File: src/rtl/desc_wb_engine.sv
module desc_wb_engine #(
  parameter int RING_AW    = 6,
  parameter int ADDR_W     = 32,
  parameter int DESC_BYTES = 16,
  parameter int LINE_BYTES = 64,
  parameter int DLY_W      = 8,
  parameter int TMR_W      = 16,
  parameter bit IS_TX      = 1'b0,
  localparam int CNT_W     = RING_AW + 1,
  localparam int DSH       = $clog2(DESC_BYTES),
  localparam int LEN_W     = CNT_W + DSH
) (
  input  logic              clk,
  input  logic              rst_n,
  input  logic [ADDR_W-1:0] cfg_base,
  input  logic [CNT_W-1:0]  cfg_len,
  input  logic [DLY_W-1:0]  cfg_delay,
  input  logic              pause,
  input  logic              used_push,
  input  logic              wb_req,
  input  logic              wb_aligned,
  input  logic [1:0]        tmr_evt,
  input  logic [TMR_W-1:0]  tmr_pkt_load,
  input  logic [TMR_W-1:0]  tmr_abs_load,
  output logic              dma_req,
  output logic [ADDR_W-1:0] dma_addr,
  output logic [LEN_W-1:0]  dma_len,
  input  logic              dma_done,
  output logic [RING_AW-1:0] head_out,
  output logic              head_upd,
  output logic [CNT_W-1:0]  retire_cnt,
  output logic [CNT_W-1:0]  used_level,
  output logic              irq_rxt,
  output logic              irq_txdw
);
  localparam logic [CNT_W-1:0] ALIGN_MASK = CNT_W'(LINE_BYTES / DESC_BYTES - 1);

  typedef enum logic [1:0] {S_IDLE, S_WAIT, S_BUSY} st_t;
  st_t st;

  logic [CNT_W-1:0]   used_q, wb_out, mask_q;
  logic               more_q, rearm_q, irq_q;
  logic [DLY_W-1:0]   dly_q;
  logic [RING_AW-1:0] head_q;
  logic [1:0]         tmr_exp;

  // interrupt-delay timers: 0 restarts on every event, 1 runs to completion
  for (genvar gi = 0; gi < 2; gi++) begin : g_tmr
    logic [TMR_W-1:0] cnt;
    logic             run;
    wire [TMR_W-1:0]  load    = (gi == 0) ? tmr_pkt_load : tmr_abs_load;
    wire              restart = tmr_evt[gi] && ((gi == 0) || !run);
    always_ff @(posedge clk or negedge rst_n)
      if (!rst_n) begin
        cnt <= '0;
        run <= 1'b0;
      end else if (restart) begin
        cnt <= load;
        run <= 1'b1;
      end else if (run) begin
        if (cnt == '0) run <= 1'b0;
        else           cnt <= cnt - TMR_W'(1);
      end
    assign tmr_exp[gi] = run && (cnt == '0) && !restart;
  end

  wire force_wb = |tmr_exp;

  always_ff @(posedge clk or negedge rst_n)
    if (!rst_n) irq_q <= 1'b0;
    else        irq_q <= force_wb;

  if (IS_TX) begin : g_tx
    assign irq_txdw = irq_q;
    assign irq_rxt  = 1'b0;
  end else begin : g_rx
    assign irq_rxt  = irq_q;
    assign irq_txdw = 1'b0;
  end

  // count computation
  wire              req_any   = wb_req | force_wb;
  wire [CNT_W-1:0]  req_mask  = force_wb ? '0 : (wb_aligned ? ALIGN_MASK : '0);
  wire              go        = rearm_q | req_any;
  wire              merge_now = req_any && (req_mask < mask_q);
  wire [CNT_W-1:0]  eff_mask  = rearm_q ? (merge_now ? req_mask : mask_q) : req_mask;
  wire [CNT_W-1:0]  head_ext  = CNT_W'(head_q);
  wire              clip      = ({1'b0, head_ext} + {1'b0, used_q}) >= {1'b0, cfg_len};
  wire [CNT_W-1:0]  cnt_calc  = clip ? (cfg_len - head_ext) : (used_q & ~eff_mask);
  wire [CNT_W-1:0]  head_sum  = head_ext + wb_out;
  wire [CNT_W-1:0]  head_wrap = (head_sum >= cfg_len) ? (head_sum - cfg_len) : head_sum;
  wire              retire    = (st == S_BUSY) && dma_done;

  always_ff @(posedge clk or negedge rst_n)
    if (!rst_n) used_q <= '0;
    else        used_q <= used_q + CNT_W'(used_push) - (retire ? wb_out : '0);

  always_ff @(posedge clk or negedge rst_n)
    if (!rst_n) begin
      st         <= S_IDLE;
      wb_out     <= '0;
      mask_q     <= '0;
      more_q     <= 1'b0;
      rearm_q    <= 1'b0;
      dly_q      <= '0;
      head_q     <= '0;
      dma_req    <= 1'b0;
      dma_addr   <= '0;
      dma_len    <= '0;
      head_upd   <= 1'b0;
      retire_cnt <= '0;
    end else begin
      dma_req  <= 1'b0;
      head_upd <= 1'b0;
      if (st != S_IDLE && merge_now) begin
        more_q <= 1'b1;
        mask_q <= req_mask;
      end
      case (st)
        S_IDLE: if (go) begin
          rearm_q <= 1'b0;
          mask_q  <= eff_mask;
          more_q  <= clip;
          if (cnt_calc != '0) begin
            wb_out <= cnt_calc;
            dly_q  <= cfg_delay;
            st     <= S_WAIT;
          end
        end
        S_WAIT: if (!pause) begin
          if (dly_q == '0) begin
            dma_req  <= 1'b1;
            dma_addr <= cfg_base + (ADDR_W'(head_q) << DSH);
            dma_len  <= LEN_W'(wb_out) << DSH;
            st       <= S_BUSY;
          end else begin
            dly_q <= dly_q - DLY_W'(1);
          end
        end
        S_BUSY: if (dma_done) begin
          head_q     <= RING_AW'(head_wrap);
          head_upd   <= 1'b1;
          retire_cnt <= wb_out;
          wb_out     <= '0;
          rearm_q    <= more_q | merge_now;
          more_q     <= 1'b0;
          st         <= S_IDLE;
        end
        default: st <= S_IDLE;
      endcase
    end

  assign head_out   = head_q;
  assign used_level = used_q;

  p_req_pulse_r12: assert property (@(posedge clk) disable iff (!rst_n)
    dma_req |=> !dma_req);
  p_busy_hold_r12: assert property (@(posedge clk) disable iff (!rst_n)
    (st == S_BUSY && !dma_done) |=> !dma_req);
  p_len_nz_r4: assert property (@(posedge clk) disable iff (!rst_n)
    dma_req |-> (dma_len != '0));
  p_pause_r6: assert property (@(posedge clk) disable iff (!rst_n)
    (st == S_WAIT && pause) |=> !dma_req);
  p_done_upd_r7: assert property (@(posedge clk) disable iff (!rst_n)
    retire |=> head_upd);
  p_head_rng_r7: assert property (@(posedge clk) disable iff (!rst_n)
    head_upd |-> (CNT_W'(head_q) < cfg_len));
  p_irq_r9: assert property (@(posedge clk) disable iff (!rst_n)
    force_wb |=> (irq_rxt | irq_txdw));
  p_irq_sel_r11: assert property (@(posedge clk) disable iff (!rst_n)
    !(irq_rxt && irq_txdw));
endmodule

File: config.mk
export PLATFORM = sky130hd
export DESIGN_NAME = desc_wb_engine
export DESIGN_NICKNAME = d
export VERILOG_FILES = /design/src/rtl/desc_wb_engine.sv
export SDC_FILE = /design/constraint.sdc
export NUM_CORES = 1
export LEC_CHECK = 0
export BUFFER_PORTS_ARGS = -buffer_cell sky130_fd_sc_hd__buf_2
export CORE_UTILIZATION = 35
export CTS_CLUSTER_SIZE = 40
export DETAILED_ROUTE_END_ITERATION = 12
export HOLD_SLACK_MARGIN = 0.15
export SKIP_CTS_REPAIR_TIMING = 1
export SLEW_MARGIN = 25
export SYNTH_ARGS = -nofsm -noshare
export SYNTH_HDL_FRONTEND = slang
export SYNTH_SLANG_ARGS = --single-unit
File: constraint.sdc
create_clock -name clk -period 11 [get_ports clk]
set_input_delay 0.55 -clock clk [delete_from_list [all_inputs] [get_ports clk]]
set_output_delay 0.55 -clock clk [all_outputs]
set_load 0.05 [all_outputs]
=== Yosys cells after proc, flatten, opt, wreduce, memory -nomap -nowiden ===
Index checks and enable logic that the tools add are counted.

* Memories: 0
* Output and inout port bits: 67
* Bits in latches: 0
* Flip-flop bits (word level): 122
* ROM bits: 0
* Bits of input ports: 88
* Word-level logic and storage cells: 126
* RAM bits: 0

* $lt $le $gt $ge: 3
* Add/subtract/negate cells: 10
* Eq/ne operators: 10
* $mul: 0
* Bitwise gates (word level): 6
* Shift operators: 0
* Reductions and logical operators: 30
* Muxes and demuxes: 49
* Divide/modulo/power cells: 0

{| class="wikitable"
|+ Operator list
! operator !! count
|-
| 2-to-1 mux 16 bit || 6
|-
| 2-to-1 mux 7 bit || 10
|-
| adder 32 x 10 -> 32 bit || 1
|-
| logical NOT 16 bit || 2
|-
| 2-to-1 mux 8 bit || 4
|-
| subtractor 16 x 1 -> 16 bit, second input constant || 2
|-
| 2-to-1 mux 1 bit || 16
|-
| != test 2 bit, second input constant || 8
|-
| case mux 8 bit (2 select lines) || 1
|-
| 2-to-1 mux 2 bit || 7
|-
| case mux 7 bit (2 select lines) || 1
|-
| AND reduction 5 bit || 2
|-
| nonzero test 2 bit || 5
|-
| adder 6 x 7 -> 8 bit || 1
|-
| >= comparator 8 x 7 -> 1 bit || 1
|-
| logical AND 1 bit || 8
|-
| logical NOT 8 bit || 1
|-
| subtractor 8 x 1 -> 8 bit, second input constant || 1
|-
| adder 6 x 7 -> 7 bit || 1
|-
| adder 7 x 1 -> 7 bit || 1
|-
| AND 7 bit || 1
|-
| >= comparator 7 bit || 1
|-
| less-than comparator 2 x 7 -> 1 bit || 1
|-
| NOT 7 bit || 1
|-
| 17 further kinds || 25
|}

=== Longest topological paths before layout ===
Gate-level depths: netlist of the first run.

* Word-level depth: 17
* Gate-level depth with buffers: 17
* Mapped depth without buffers: 16

=== Worst setup path before layout of the first run ===
Ideal clock, no wire load.

* Path kind: register to register
* Start: register head_q[1], in the netlist head_out[1]
* End: register wb_out[2]
* Buffers on the path: 1
* Slack: 6.943 ns
* Library setup time: 0.125 ns
* Period minus slack after synthesis: 4.057 ns
* Required time: 10.875 ns
* Stages on the path, launching flop included: 16
* Arrival time: 3.932 ns
* Path through: dfrtp_1 -> inv_1 -> fa_1 -> inv_1 -> a21o_1 -> a21oi_1 -> xnor2_1 -> ha_1 -> o21a_1 -> o21a_1 -> a221oi_2 -> buf_2 -> o311a_4 -> o22ai_4 -> o221ai_4 -> mux2_4

* Cells in the longest elaborated chain, start to end: 6
* Elaborated cells between the ends (all ways): 10
* Classes of those cells: add/sub (2); order compare (1); eq/ne (1); mux (4); reduce/logical (2)

{| class="wikitable"
|+ RTL lines
! element !! RTL line !! RTL
|-
| from (decl) || 44 || <nowiki>logic [RING_AW-1:0] head_q;</nowiki>
|-
| from (signal assigned) || 141 || <nowiki>head_q <= RING_AW'(head_wrap);</nowiki>
|-
| adder 6 x 7 -> 8 bit || 88 || <nowiki>wire clip = ({1'b0, head_ext} + {1'b0, used_q}) >= {1'b0, cfg_len};</nowiki>
|-
| >= comparator 8 x 7 -> 1 bit || 88 ||
|-
| 2-to-1 mux 7 bit * || 89 || <nowiki>wire [CNT_W-1:0] cnt_calc = clip ? (cfg_len - head_ext) : (used_q & ~eff_mask);</nowiki>
|-
| nonzero test 7 bit / 2-to-1 mux 7 bit (equally long branches) || 124 || <nowiki>if (cnt_calc != '0) begin</nowiki>
|-
| != test 2 bit (no source line) / 2-to-1 mux 7 bit (equally long branches) || -- ||
|-
| AND reduction 4 bit (no source line) / case mux 7 bit (2 select lines) (equally long branches) || -- ||
|-
| to (signal assigned) || 125 || <nowiki>wb_out <= cnt_calc;</nowiki>
|-
| to (decl) || 41 || <nowiki>logic [CNT_W-1:0] used_q, wb_out, mask_q;</nowiki>
|}

Mark *: on every way between the ends. The rest lies on a longest branch, timed or not. The select of a mux whose other input is x is not followed.
A chain may end at the register's enable or synchronous reset.

=== Worst setup path after layout of the first run ===
* Start: register g_tmr[0].cnt[0]
* End: register dly_q[4]

* Cells in the longest elaborated chain, start to end: 15
* Elaborated cells between the ends (all ways): 18
* Classes of those cells: order compare (1); eq/ne (2); mux (4); bitwise (4); reduce/logical (7)

{| class="wikitable"
|+ RTL lines
! element !! RTL line !! RTL
|-
| from (decl) || 49 || <nowiki>logic [TMR_W-1:0] cnt;</nowiki>
|-
| from (signal assigned) || 58 || <nowiki>cnt <= load;</nowiki>
|-
| from (signal assigned) || 62 || <nowiki>else cnt <= cnt - TMR_W'(1);</nowiki>
|-
| logical NOT 16 bit * || 64 || <nowiki>assign tmr_exp[gi] = run && (cnt == '0) && !restart;</nowiki>
|-
| logical AND 1 bit * (2 in a row) || 64 ||
|-
| OR reduction 2 bit * || 67 || <nowiki>wire force_wb = |tmr_exp;</nowiki>
|-
| 2-to-1 mux 2 bit || 83 || <nowiki>wire [CNT_W-1:0] req_mask = force_wb ? '0 : (wb_aligned ? ALIGN_MASK : '0);</nowiki>
|-
| less-than comparator 2 x 7 -> 1 bit || 85 || <nowiki>wire merge_now = req_any && (req_mask < mask_q);</nowiki>
|-
| logical AND 1 bit || 85 ||
|-
| 2-to-1 mux 7 bit (2 in a row) || 86 || <nowiki>wire [CNT_W-1:0] eff_mask = rearm_q ? (merge_now ? req_mask : mask_q) : req_mask;</nowiki>
|-
| NOT 7 bit || 89 ||
|-
| AND 7 bit || 89 ||
|-
| 2-to-1 mux 7 bit || 89 ||
|-
| nonzero test 7 bit || 124 ||
|-
| != test 2 bit (no source line) || -- ||
|-
| AND reduction 5 bit (no source line) * || -- ||
|-
| to (signal assigned) || 126 || <nowiki>dly_q <= cfg_delay;</nowiki>
|-
| to (signal assigned) || 137 || <nowiki>dly_q <= dly_q - DLY_W'(1);</nowiki>
|-
| to (decl) || 43 || <nowiki>logic [DLY_W-1:0] dly_q;</nowiki>
|}

Mark *: on every way between the ends. The rest lies on a longest branch, timed or not.

==> impl_metrics.json, run 1 <==
{
  "status": "finished clean",
  "layout_common_cells": "buf_2 (148), nand2_1 (125), dfrtp_1 (122)",
  "period_minus_slack_ps": 4170,
  "fillCellCount": 2269,
  "crit_start": "g_tmr[0].cnt[0]$_DFFE_PN0P_",
  "internal_power_mw": 1.36,
  "firstDrtPassIters": 8,
  "crit_fanout": 12,
  "r2r_slack_ps": 6830,
  "combPwrFrac": 0.447,
  "die_y_um": 154,
  "grt_pass1_wl_um": 35400,
  "pre_cts_ws_ps": 6790,
  "cp-end-kind": "flip-flop",
  "grt_setup_unrepaired": "false",
  "synthDistinctLibCells": 78,
  "ys_ff_latch": 122,
  "drive_above_1_share": 0.201,
  "drc": 0,
  "portBuffers": 149,
  "dieArea_mm2": 0.0238,
  "rr_endpoint": "dly_q[4]$_DFFE_PN0P_",
  "reg2reg_depth": 15,
  "cts.sinks": 122,
  "synthFlopType": "dfrtp_1",
  "cp-start-kind": "flip-flop",
  "crit_arrival_ps": 4430,
  "initial_utilization": 0.358,
  "path_class": "reg -> reg",
  "max_freq_mhz": 240,
  "io_pins": 155,
  "dr_total_vias": 7164,
  "final_common_cell": "buf_2",
  "synthCells": 929,
  "yosysSeqAreaShare": 0.377,
  "finalClockSkew_ps": 8.94,
  "pwr-share-seq": 0.299,
  "core_mm2": 0.0226,
  "netSwitchingFraction": 0.423,
  "insertion_delay_ps": 410,
  "slowest_stage": "or3b_2",
  "dr.first_iter.drc_count": 407,
  "dieWidth_um": 154,
  "clkTransAtPathRegs_ps": 60,
  "layout.nets": 1226,
  "peakVddDrop_mv": 0.116,
  "antenna_left": 0,
  "multi_input_area_mm2": 0.00466,
  "fin_ws_ps": 6830,
  "synth-warning-count": 0,
  "ctsHtreeMaxLevel": 4,
  "gp_congestion": 0.870,
  "cts_root_buf": "clkbuf_16",
  "tns_ps": 0,
  "place_inst": 1341,
  "power.density_mw_per_mm2": 241,
  "design_area_mm2": 0.00977,
  "final-seq-area_mm2": 0.00305,
  "leakagePower_nw": 4.69,
  "final_hold_viol_count": 0,
  "row_count": 55,
  "relSlewSlack": 0.377,
  "cts_tree": "built",
  "finalMaxSlewViolations": 0,
  "dpl-instance-area_mm2": 0.00913,
  "antenna_found_initial": 3,
  "syn_avg_cell_area_um2": 8.72,
  "crit_chain": "inv_1, ha_1, or3b_2, nor4_4, a2bb2o_4, nor2_1, ha_1, nand2_1, o31ai_1, inv_1, o22a_1, o31a_1, a221o_1, o21ai_1, o221ai_1",
  "synth-edff-count": 0,
  "clkPwrFrac": 0.254,
  "required_ps": 11260,
  "hp-class": "in -> async",
  "worst_pin_slew_ps": 933,
  "totalWireLength_um": 21600,
  "r2r-start": "g_tmr[0].cnt[0]$_DFFE_PN0P_",
  "cts_made_buffers": 17,
  "grt_max_degree": 72,
  "area_growth_syn_to_layout_pct": 20.6,
  "fin_crit_sh": 0.379,
  "stdcell_count": 1376,
  "track_usage": 0.189,
  "grt_remaining_overflow": 0,
  "wire_per_inst_um": 15.7,
  "vias_per_cell": 5.21,
  "dp_hpwl_um": 16200,
  "netlist_area_mm2": 0.00810,
  "async_flop_share": 1.00,
  "cts_buffer_depth": 2,
  "cpPeakStageDelay_ps": 480,
  "setup_viol": 0,
  "grt_pass1_vias": 6767,
  "switchingPower_uw": 997,
  "drv_cap": 0
}
==> sequential cells by signal, indices dropped and copies added, names as in the netlist, 6 cells and up <==
register and flops:
used_level 7, dly_q 8, mask_q 7, dma_addr 32
wb_out 7, head_out 6, g_tmr.cnt 32, dma_len 7
retire_cnt 7
==> final cells by class <==
type / count / area share
well taps: 285 / 0.0365
flip-flops and latches: 122 / 0.313
inverters: 69 / 0.0265
multi-input cells: 710 / 0.477
repair buffers: 155 / 0.0816
clock buffers: 20 / 0.0478
diodes: 3 / 0.000769
clock inverters: 12 / 0.0168
==> critical path: cells and delay by family (launching register included) <==
family                   cells  cell delay (ps)
AO/OA/AOI/OAI                7             2010
AND/OR/NAND/NOR              4              920
adder cells (fa/ha/maj)      2              480
flip-flops                   1              400
buffers and inverters        2              190
==> per-layer routing <==
layer  global-route usage  routed length (um)
met1                0.252               10300
met5                    0                   0
met4               0.0600                 263
met3               0.0403                1180
met2                0.305                9830
==> stage by stage <==
| step | power [mW] | hold WS [ps] | utilization |
|---|---|---|---|
| CTS | 2.37 | 309 | 0.431 |
| global route | 2.53 | 189 | 0.431 |
| global placement | 1.75 | 448 | 0.403 |
| detailed placement | 1.76 | 459 | 0.403 |
| finish | 2.35 | 146 | 0.431 |
| floorplan | 1.50 | 254 | - |
==> how the worst max path moves through the flow <==
| stage | end | slack, ps | cells past startpoint |
|---|---|---|---|
| 6_report | dly_q[4]$_DFFE_PN0P_ | 6830 | 15 |
| 5_1_grt | dly_q[4]$_DFFE_PN0P_ | 6520 | 16 |
| 4_1_cts | dly_q[4]$_DFFE_PN0P_ | 6870 | 15 |
| 3_5_place_dp | dly_q[4]$_DFFE_PN0P_ | 6790 | 14 |
| 3_3_place_gp | dly_q[4]$_DFFE_PN0P_ | 6860 | 14 |
| 2_1_floorplan | wb_out[2]$_DFFE_PN0P_ | 6940 | 15 |
==> power groups by stage <==
stage	Clock [mW]	Combinational, mW	Sequential [mW]
global placement	0	1.04	0.707
global route	0.631	1.18	0.723
finish	0.597	1.05	0.703
detailed placement	0	1.05	0.711
CTS	0.611	1.06	0.704
floorplan	0	0.646	0.854
==> cells in the mapped netlist (3+ instances only) <==
master / n / share of area
and2_1: 10 / 0.0077
fa_1: 6 / 0.015
a311o_1: 4 / 0.0049
mux2_4: 3 / 0.0056
o31a_1: 6 / 0.0065
or4_1: 4 / 0.0037
or4_4: 3 / 0.0042
a21oi_1: 53 / 0.033
o221a_2: 4 / 0.0056
nor4b_1: 3 / 0.0032
a311oi_1: 3 / 0.0032
mux2i_1: 6 / 0.0074
a211oi_1: 7 / 0.0065
xnor2_1: 30 / 0.032
o31ai_1: 4 / 0.0037
o211ai_1: 5 / 0.0046
a31oi_1: 8 / 0.0062
o21bai_1: 5 / 0.0046
nand3b_1: 3 / 0.0028
o22ai_1: 19 / 0.015
a22oi_1: 4 / 0.0037
mux2_2: 4 / 0.0056
nand2b_1: 7 / 0.0054
nor2b_1: 9 / 0.0069
nor4_1: 7 / 0.0054
nor3b_1: 6 / 0.0056
buf_4: 5 / 0.0046
o21ai_0: 77 / 0.048
nand4_1: 8 / 0.0062
dfrtp_1: 122 / 0.38
o21a_1: 7 / 0.0065
clkbuf_1: 24 / 0.011
and3_1: 4 / 0.0031
nor3_1: 25 / 0.015
xor2_1: 15 / 0.016
a41oi_1: 3 / 0.0032
inv_1: 66 / 0.031
nand3_1: 27 / 0.017
ha_1: 57 / 0.088
o2bb2ai_1: 3 / 0.0032
nand2_1: 126 / 0.058
nor2_1: 75 / 0.035
a21o_1: 14 / 0.013
==> logic make-up after synthesis <==
family / count (synthesis) / share of synthesized area
compound gates: 255 / 0.210
xor+xnor: 45 / 0.0486
fa+ha+maj: 63 / 0.103
buf+inv: 101 / 0.0502
flops: 122 / 0.377
mux: 13 / 0.0185
other cells: 1 / 0.000463
simple gates: 329 / 0.193
(Power assumes the default switching activity.)
==> inputs of run 2 (changes only) <==
==> constraint.sdc (replaced) <==
create_clock -name clk -period 3.8 [get_ports clk]
set_input_delay 0.19 -clock clk [delete_from_list [all_inputs] [get_ports clk]]
set_output_delay 0.19 -clock clk [all_outputs]
set_load 0.05 [all_outputs]
==> run 2 against run 1 <==
  * Critical path depth unchanged
  * Sequential power increased to 2.8 times the previous value
  * Largest power group unchanged
  * Critical path type unchanged
  * Final area up 11%
  * Final cell count up 8.4%
  * Sequential share of layout area fell by 3.1 points
  * Die area unchanged
  * Clock skew rose by 1.2 ps
  * Clock power rose to 2.7 times the previous value
  * Combinational power rose to 3.3 times the previous value
  * Global-route usage is 0.47 points higher
  * Core utilization increased by 4.8 points
==> impl_metrics.json, run 2 (synthesis results as in run 1) <==
{
  "status": "finished clean",
  "r2r_slack_ps": 10,
  "cts_tree": "built",
  "path_class": "reg -> reg",
  "grt_max_degree": 61,
  "area_growth_syn_to_layout_pct": 33.8,
  "reg2reg_depth": 15,
  "crit_fanout": 5,
  "layout.nets": 1346,
  "power.density_mw_per_mm2": 653,
  "cts.sinks": 122,
  "portBuffers": 149,
  "grt_pass1_vias": 7046,
  "cts_root_buf": "clkbuf_16",
  "gp_congestion": 0.873,
  "drc": 0,
  "totalWireLength_um": 23200,
  "grt_setup_unrepaired": "true",
  "track_usage": 0.194,
  "rr_endpoint": "wb_out[4]$_DFFE_PN0P_",
  "io_pins": 155,
  "antenna_found_initial": 1,
  "cts_made_buffers": 17,
  "ctsHtreeMaxLevel": 4,
  "required_ps": 4090,
  "cp-start-kind": "flip-flop",
  "peakVddDrop_mv": 0.334,
  "cp-end-kind": "flip-flop",
  "initial_utilization": 0.358,
  "path_common_cell": "ha_4",
  "relSlewSlack": 0.391,
  "crit_arrival_ps": 4080,
  "insertion_delay_ps": 410,
  "dr_total_vias": 7704,
  "crit_chain": "inv_2, ha_4, or3b_4, nor4_4, a2bb2o_4, nor2_4, ha_4, nand2_2, o31ai_2, inv_1, o22a_1, o31a_1, a221o_2, o221ai_4, mux2_4",
  "final_hold_viol_count": 0,
  "max_freq_mhz": 264,
  "critPathTopFamily": "compound AO/OA/AOI/OAI gates",
  "final_common_cell": "buf_2",
  "dpl-instance-area_mm2": 0.00951,
  "stdcell_count": 1492,
  "finalMaxSlewViolations": 0,
  "period_minus_slack_ps": 3790,
  "place_inst": 1392,
  "dieWidth_um": 154,
  "drive_above_1_share": 0.247,
  "top_regs": "dma_addr: 32 flops, g_tmr.cnt: 32 flops, dly_q: 8 flops",
  "dp_hpwl_um": 17200,
  "fin_crit_sh": 0.997,
  "r2r-start": "g_tmr[0].cnt[1]$_DFFE_PN0P_",
  "setup_viol": 0,
  "core_mm2": 0.0226,
  "fin_ws_ps": 12.1,
  "row_count": 55,
  "clkTransAtPathRegs_ps": 60,
  "die_y_um": 154,
  "crit_buf_inv": 2,
  "tns_ps": 0,
  "hp-class": "in -> reg",
  "dr.first_iter.drc_count": 453,
  "hold_depth": 3,
  "slowest_stage": "a221o_2",
  "drv_cap": 0,
  "leakagePower_nw": 5.22,
  "finalPower_mw": 7.08,
  "layout_common_cells": "buf_2 (148), nand2_1 (124), dfrtp_1 (118)",
  "vias_per_cell": 5.16,
  "finalClockSkew_ps": 10.2,
  "utilization": 0.479,
  "antenna_left": 0,
  "cpPeakStageDelay_ps": 440,
  "dieArea_mm2": 0.0238,
  "grt_remaining_overflow": 0,
  "grt_pass1_wl_um": 36300,
  "design_area_mm2": 0.0108,
  "hold_ws_ps": 112,
  "min_to": "g_tmr[1].cnt[15]$_DFFE_PN0P_",
  "worstHoldStart": "tmr_abs_load[15]",
  "worst_pin_slew_ps": 913,
  "cts_buffer_depth": 2,
  "pre_cts_ws_ps": -22.5,
  "wire_per_inst_um": 15.6,
  "firstDrtPassIters": 5
}
[run 2: worst max-delay path by stage]
stage	start	end	slack, ps	depth (start not counted)
floorplan	head_out[1]$_DFFE_PN0P_	wb_out[2]$_DFFE_PN0P_	6	15
CTS	head_out[1]$_DFFE_PN0P_	wb_out[4]$_DFFE_PN0P_	-50	15
finish	g_tmr[0].cnt[1]$_DFFE_PN0P_	wb_out[4]$_DFFE_PN0P_	10	15
global placement	head_out[1]$_DFFE_PN0P_	wb_out[5]$_DFFE_PN0P_	30	15
detailed placement	head_out[1]$_DFFE_PN0P_	wb_out[4]$_DFFE_PN0P_	-20	15
global route	g_tmr[0].cnt[1]$_DFFE_PN0P_	wb_out[4]$_DFFE_PN0P_	-140	15
[run 2: worst min-delay path, stage by stage]
cell and delay [ps]:
buf_2 70, o22ai_1 70, a21oi_1 140
[run 2: cell type report]
type,instances,area (um^2)
diodes,1,2.50
clock buffers,22,474
clock inverters,8,95.1
fillers,2203,11800
inverters,69,259
multi-input cells,710,4760
flip-flops and latches,122,3060
well taps,285,357
repair buffers,275,1840
[run 2: where the power goes]
group          internal (mW)  switching, mW  total (mW)
registers               1.66          0.315        1.98
clock network           1.01          0.586        1.59
logic                   1.46           2.05        3.51
total                   4.13           2.95        7.08
[run 2: per-layer routing]
metal  vias to the layer above  track usage  share of wire
met1                      3614        0.258           0.47
met4                         0       0.0610          0.018
met2                       216        0.309           0.46
met5                         -            0              0
li1                       3847            -              -
met3                        27       0.0474          0.056
==> inputs of run 3 (changes only) <==
--- a/config.mk
+++ b/config.mk
@@ -5,6 +5,7 @@
 export SDC_FILE = /design/constraint.sdc
 export NUM_CORES = 1
 export LEC_CHECK = 0
+export ABC_AREA = 1
 export BUFFER_PORTS_ARGS = -buffer_cell sky130_fd_sc_hd__buf_2
 export CORE_UTILIZATION = 35
 export CTS_CLUSTER_SIZE = 40
==> run 3 against run 2 <==
  * First-iteration DRC count down 2.0%
  * Wire length is 3.4% lower
  * Critical path depth up 6
  * Sequential cell count is the same
  * Sequential power rose by 8%
  * Final cell count up 11%
  * Die area grew 1.8%
  * Synthesized area increased by 1.8%
  * Hold slack worse by 1.1 ps
  * Critical path type unchanged
  * Critical endpoint is now dly_q[5]$_DFFE_PN0P_
  * Largest power group unchanged
==> impl_metrics.json, run 3 <==
{
  "status": "finished clean",
  "dieArea_mm2": 0.0242,
  "ctsHtreeMaxLevel": 4,
  "grt_pass1_wl_um": 35800,
  "required_ps": 4100,
  "hold_ws_ps": 111,
  "combPwrFrac": 0.593,
  "finalMaxSlewViolations": 0,
  "cts_buffer_depth": 2,
  "synth_top_area_cell": "dfrtp_1",
  "area_growth_syn_to_layout_pct": 27.7,
  "synth-edff-count": 0,
  "final-seq-area_mm2": 0.00305,
  "synthFlopType": "dfrtp_1",
  "grt_max_degree": 72,
  "synthCells": 1118,
  "synthDistinctLibCells": 46,
  "crit_fanout": 19,
  "ys_ff_latch": 122,
  "dpl-instance-area_mm2": 0.00939,
  "setup_viol": 0,
  "io_pins": 155,
  "period_minus_slack_ps": 3500,
  "leakagePower_nw": 5.49,
  "antenna_left": 0,
  "grt_pass1_vias": 7205,
  "yosysSeqAreaShare": 0.370,
  "path_class": "reg -> reg",
  "max_freq_mhz": 286,
  "synth-warning-count": 0,
  "final_common_cell": "nand2_1",
  "drv_cap": 0,
  "grt_setup_unrepaired": "false",
  "finalPower_mw": 9.39,
  "tns_ps": 0,
  "fin_ws_ps": 302,
  "cp-start-kind": "flip-flop",
  "initial_utilization": 0.361,
  "async_flop_share": 1.00,
  "layout_common_cells": "nand2_1 (286), buf_2 (148), inv_1 (146)",
  "cts.sinks": 122,
  "pre_cts_ws_ps": 225,
  "relSlewSlack": 0.381,
  "row_count": 55,
  "place_inst": 1571,
  "cp-end-kind": "flip-flop",
  "netSwitchingFraction": 0.503,
  "crit_arrival_ps": 3800,
  "rr_endpoint": "dly_q[5]$_DFFE_PN0P_",
  "die_y_um": 156,
  "wire_per_inst_um": 13.6,
  "totalWireLength_um": 22400,
  "cts_made_buffers": 17,
  "r2r_slack_ps": 300,
  "cts_root_buf": "clkbuf_16",
  "dr.first_iter.drc_count": 444,
  "diodes": 0,
  "top_regs": "dma_addr: 32 flops, g_tmr.cnt: 32 flops, dly_q: 8 flops",
  "fin_crit_sh": 0.921,
  "peakVddDrop_mv": 0.360,
  "power.density_mw_per_mm2": 891,
  "dr_total_vias": 7865,
  "portBuffers": 149,
  "synth_top_area_frac": 0.370,
  "endpoint": "dly_q[5]$_DFFE_PN0P_",
  "switchingPower_mw": 4.72,
  "fillCellCount": 2306,
  "syn_avg_cell_area_um2": 7.38,
  "track_usage": 0.186,
  "core_mm2": 0.0228,
  "internal_power_mw": 4.67,
  "insertion_delay_ps": 420,
  "layout.nets": 1480,
  "dp_hpwl_um": 17000,
  "synth_area_leaders": "dfrtp_1 (37%), nand2_1 (13%), ha_1 (8.6%), inv_1 (6.6%), o21ai_0 (5.0%)",
  "hp-class": "in -> reg",
  "dieWidth_um": 156,
  "worst_pin_slew_ps": 928,
  "r2r-start": "used_level[0]$_DFF_PN0_",
  "finalClockSkew_ps": 16.9,
  "clkPwrFrac": 0.179,
  "multi_input_area_mm2": 0.00451,
  "drive_above_1_share": 0.175,
  "synthTopCellsByCount": "nand2_1 (286), inv_1 (146), dfrtp_1 (122)",
  "reg2reg_depth": 21,
  "netlist_area_mm2": 0.00825,
  "clkTransAtPathRegs_ps": 60,
  "utilization": 0.461,
  "pwr-share-seq": 0.228,
  "design_area_mm2": 0.0105,
  "gp_congestion": 0.892,
  "stdcell_count": 1655,
  "cts_tree": "built",
  "crit_start": "used_level[0]$_DFF_PN0_",
  "grt_remaining_overflow": 0,
  "vias_per_cell": 4.75,
  "drc": 0,
  "synth_most_common_cell": "nand2_1",
  "firstDrtPassIters": 6,
  "final_hold_viol_count": 0,
  "antenna_found_initial": 0
}
==> run 3: changes by cell type in the layout (fill, tap and decap cells not counted), sizes merged, moves of 8 or more <==
cell	change
nor2	+38
nand2	+170
nor3	-8
a21o	-13
or2	+8
xnor2	-16
inv	+88
nor2b	-9
nand3	+41
and2	-8
xor2	+15
buf	-50
==> run 3: layout make-up <==
cell class,instances,share of cell area
multi-input combinational,820,0.428
clock buffer,17,0.0404
timing repair buffer,219,0.135
inverter,149,0.0531
sequential,122,0.290
clock inverter,15,0.0170
tap,313,0.0372
==> run 3: power by group through the flow <==
| stage | clock network, mW | logic, mW | registers, mW |
|---|---|---|---|
| finish | 1.68 | 5.57 | 2.14 |
| global route | 1.78 | 6.24 | 2.20 |
| CTS | 1.73 | 5.52 | 2.14 |
| detailed placement | 0 | 5.48 | 2.16 |
| global placement | 0 | 5.45 | 2.15 |
| floorplan | 0 | 3.44 | 2.92 |
==> run 3: cells by family (layout without fill, tap and decap cells) <==
family,after synthesis,after routing,share of synthesized area
other cells,1,5,0.000455
xor+xnor,44,44,0.0467
flops,122,122,0.370
fa+ha+maj,63,63,0.101
compound gates,182,182,0.122
mux,1,1,0.00121
buf+inv,180,400,0.0871
simple gates,525,525,0.272
==> run 3: worst max-delay path, stage by stage (launching register included) <==
cell,delay [ps]
dfrtp_1,370
ha_1,180
inv_1,60
fa_1,410
o21ai_1,210
nand2_1,70
nand2_1,60
a21oi_1,70
xor2_1,150
ha_1,310
inv_1,40
nor2_1,120
nand3_1,130
nand3_4,190
inv_1,90
or2_2,290
nand2_1,80
nor2_2,50
nand2_4,190
nand2_2,140
nand2_1,90
nand2_1,60
==> run 3: worst min path at each step <==
| stage | end | cells after the start | slack [ps] | start |
|---|---|---|---|---|
| after global routing | dma_addr[20]$_DFFE_PN0P_ | 4 | 160 | cfg_base[20] |
| after global placement | dma_addr[1]$_DFFE_PN0P_ | 3 | 400 | cfg_base[1] |
| final | dma_addr[14]$_DFFE_PN0P_ | 3 | 110 | cfg_base[14] |
| after CTS | dma_addr[31]$_DFFE_PN0P_ | 1 | -50 | rst_n |
| after floorplan | dly_q[0]$_DFFE_PN0P_ | 0 | -110 | rst_n |
| after detailed placement | dma_addr[3]$_DFFE_PN0P_ | 3 | 400 | cfg_base[3] |
==> run 3: routing by layer <==
layer,vias to the layer above,routed length (um),track usage
met2,200,10400,0.306
met1,3604,10700,0.252
met5,-,0,0
met4,0,264,0.0462
li1,4044,-,-
met3,17,1070,0.0351
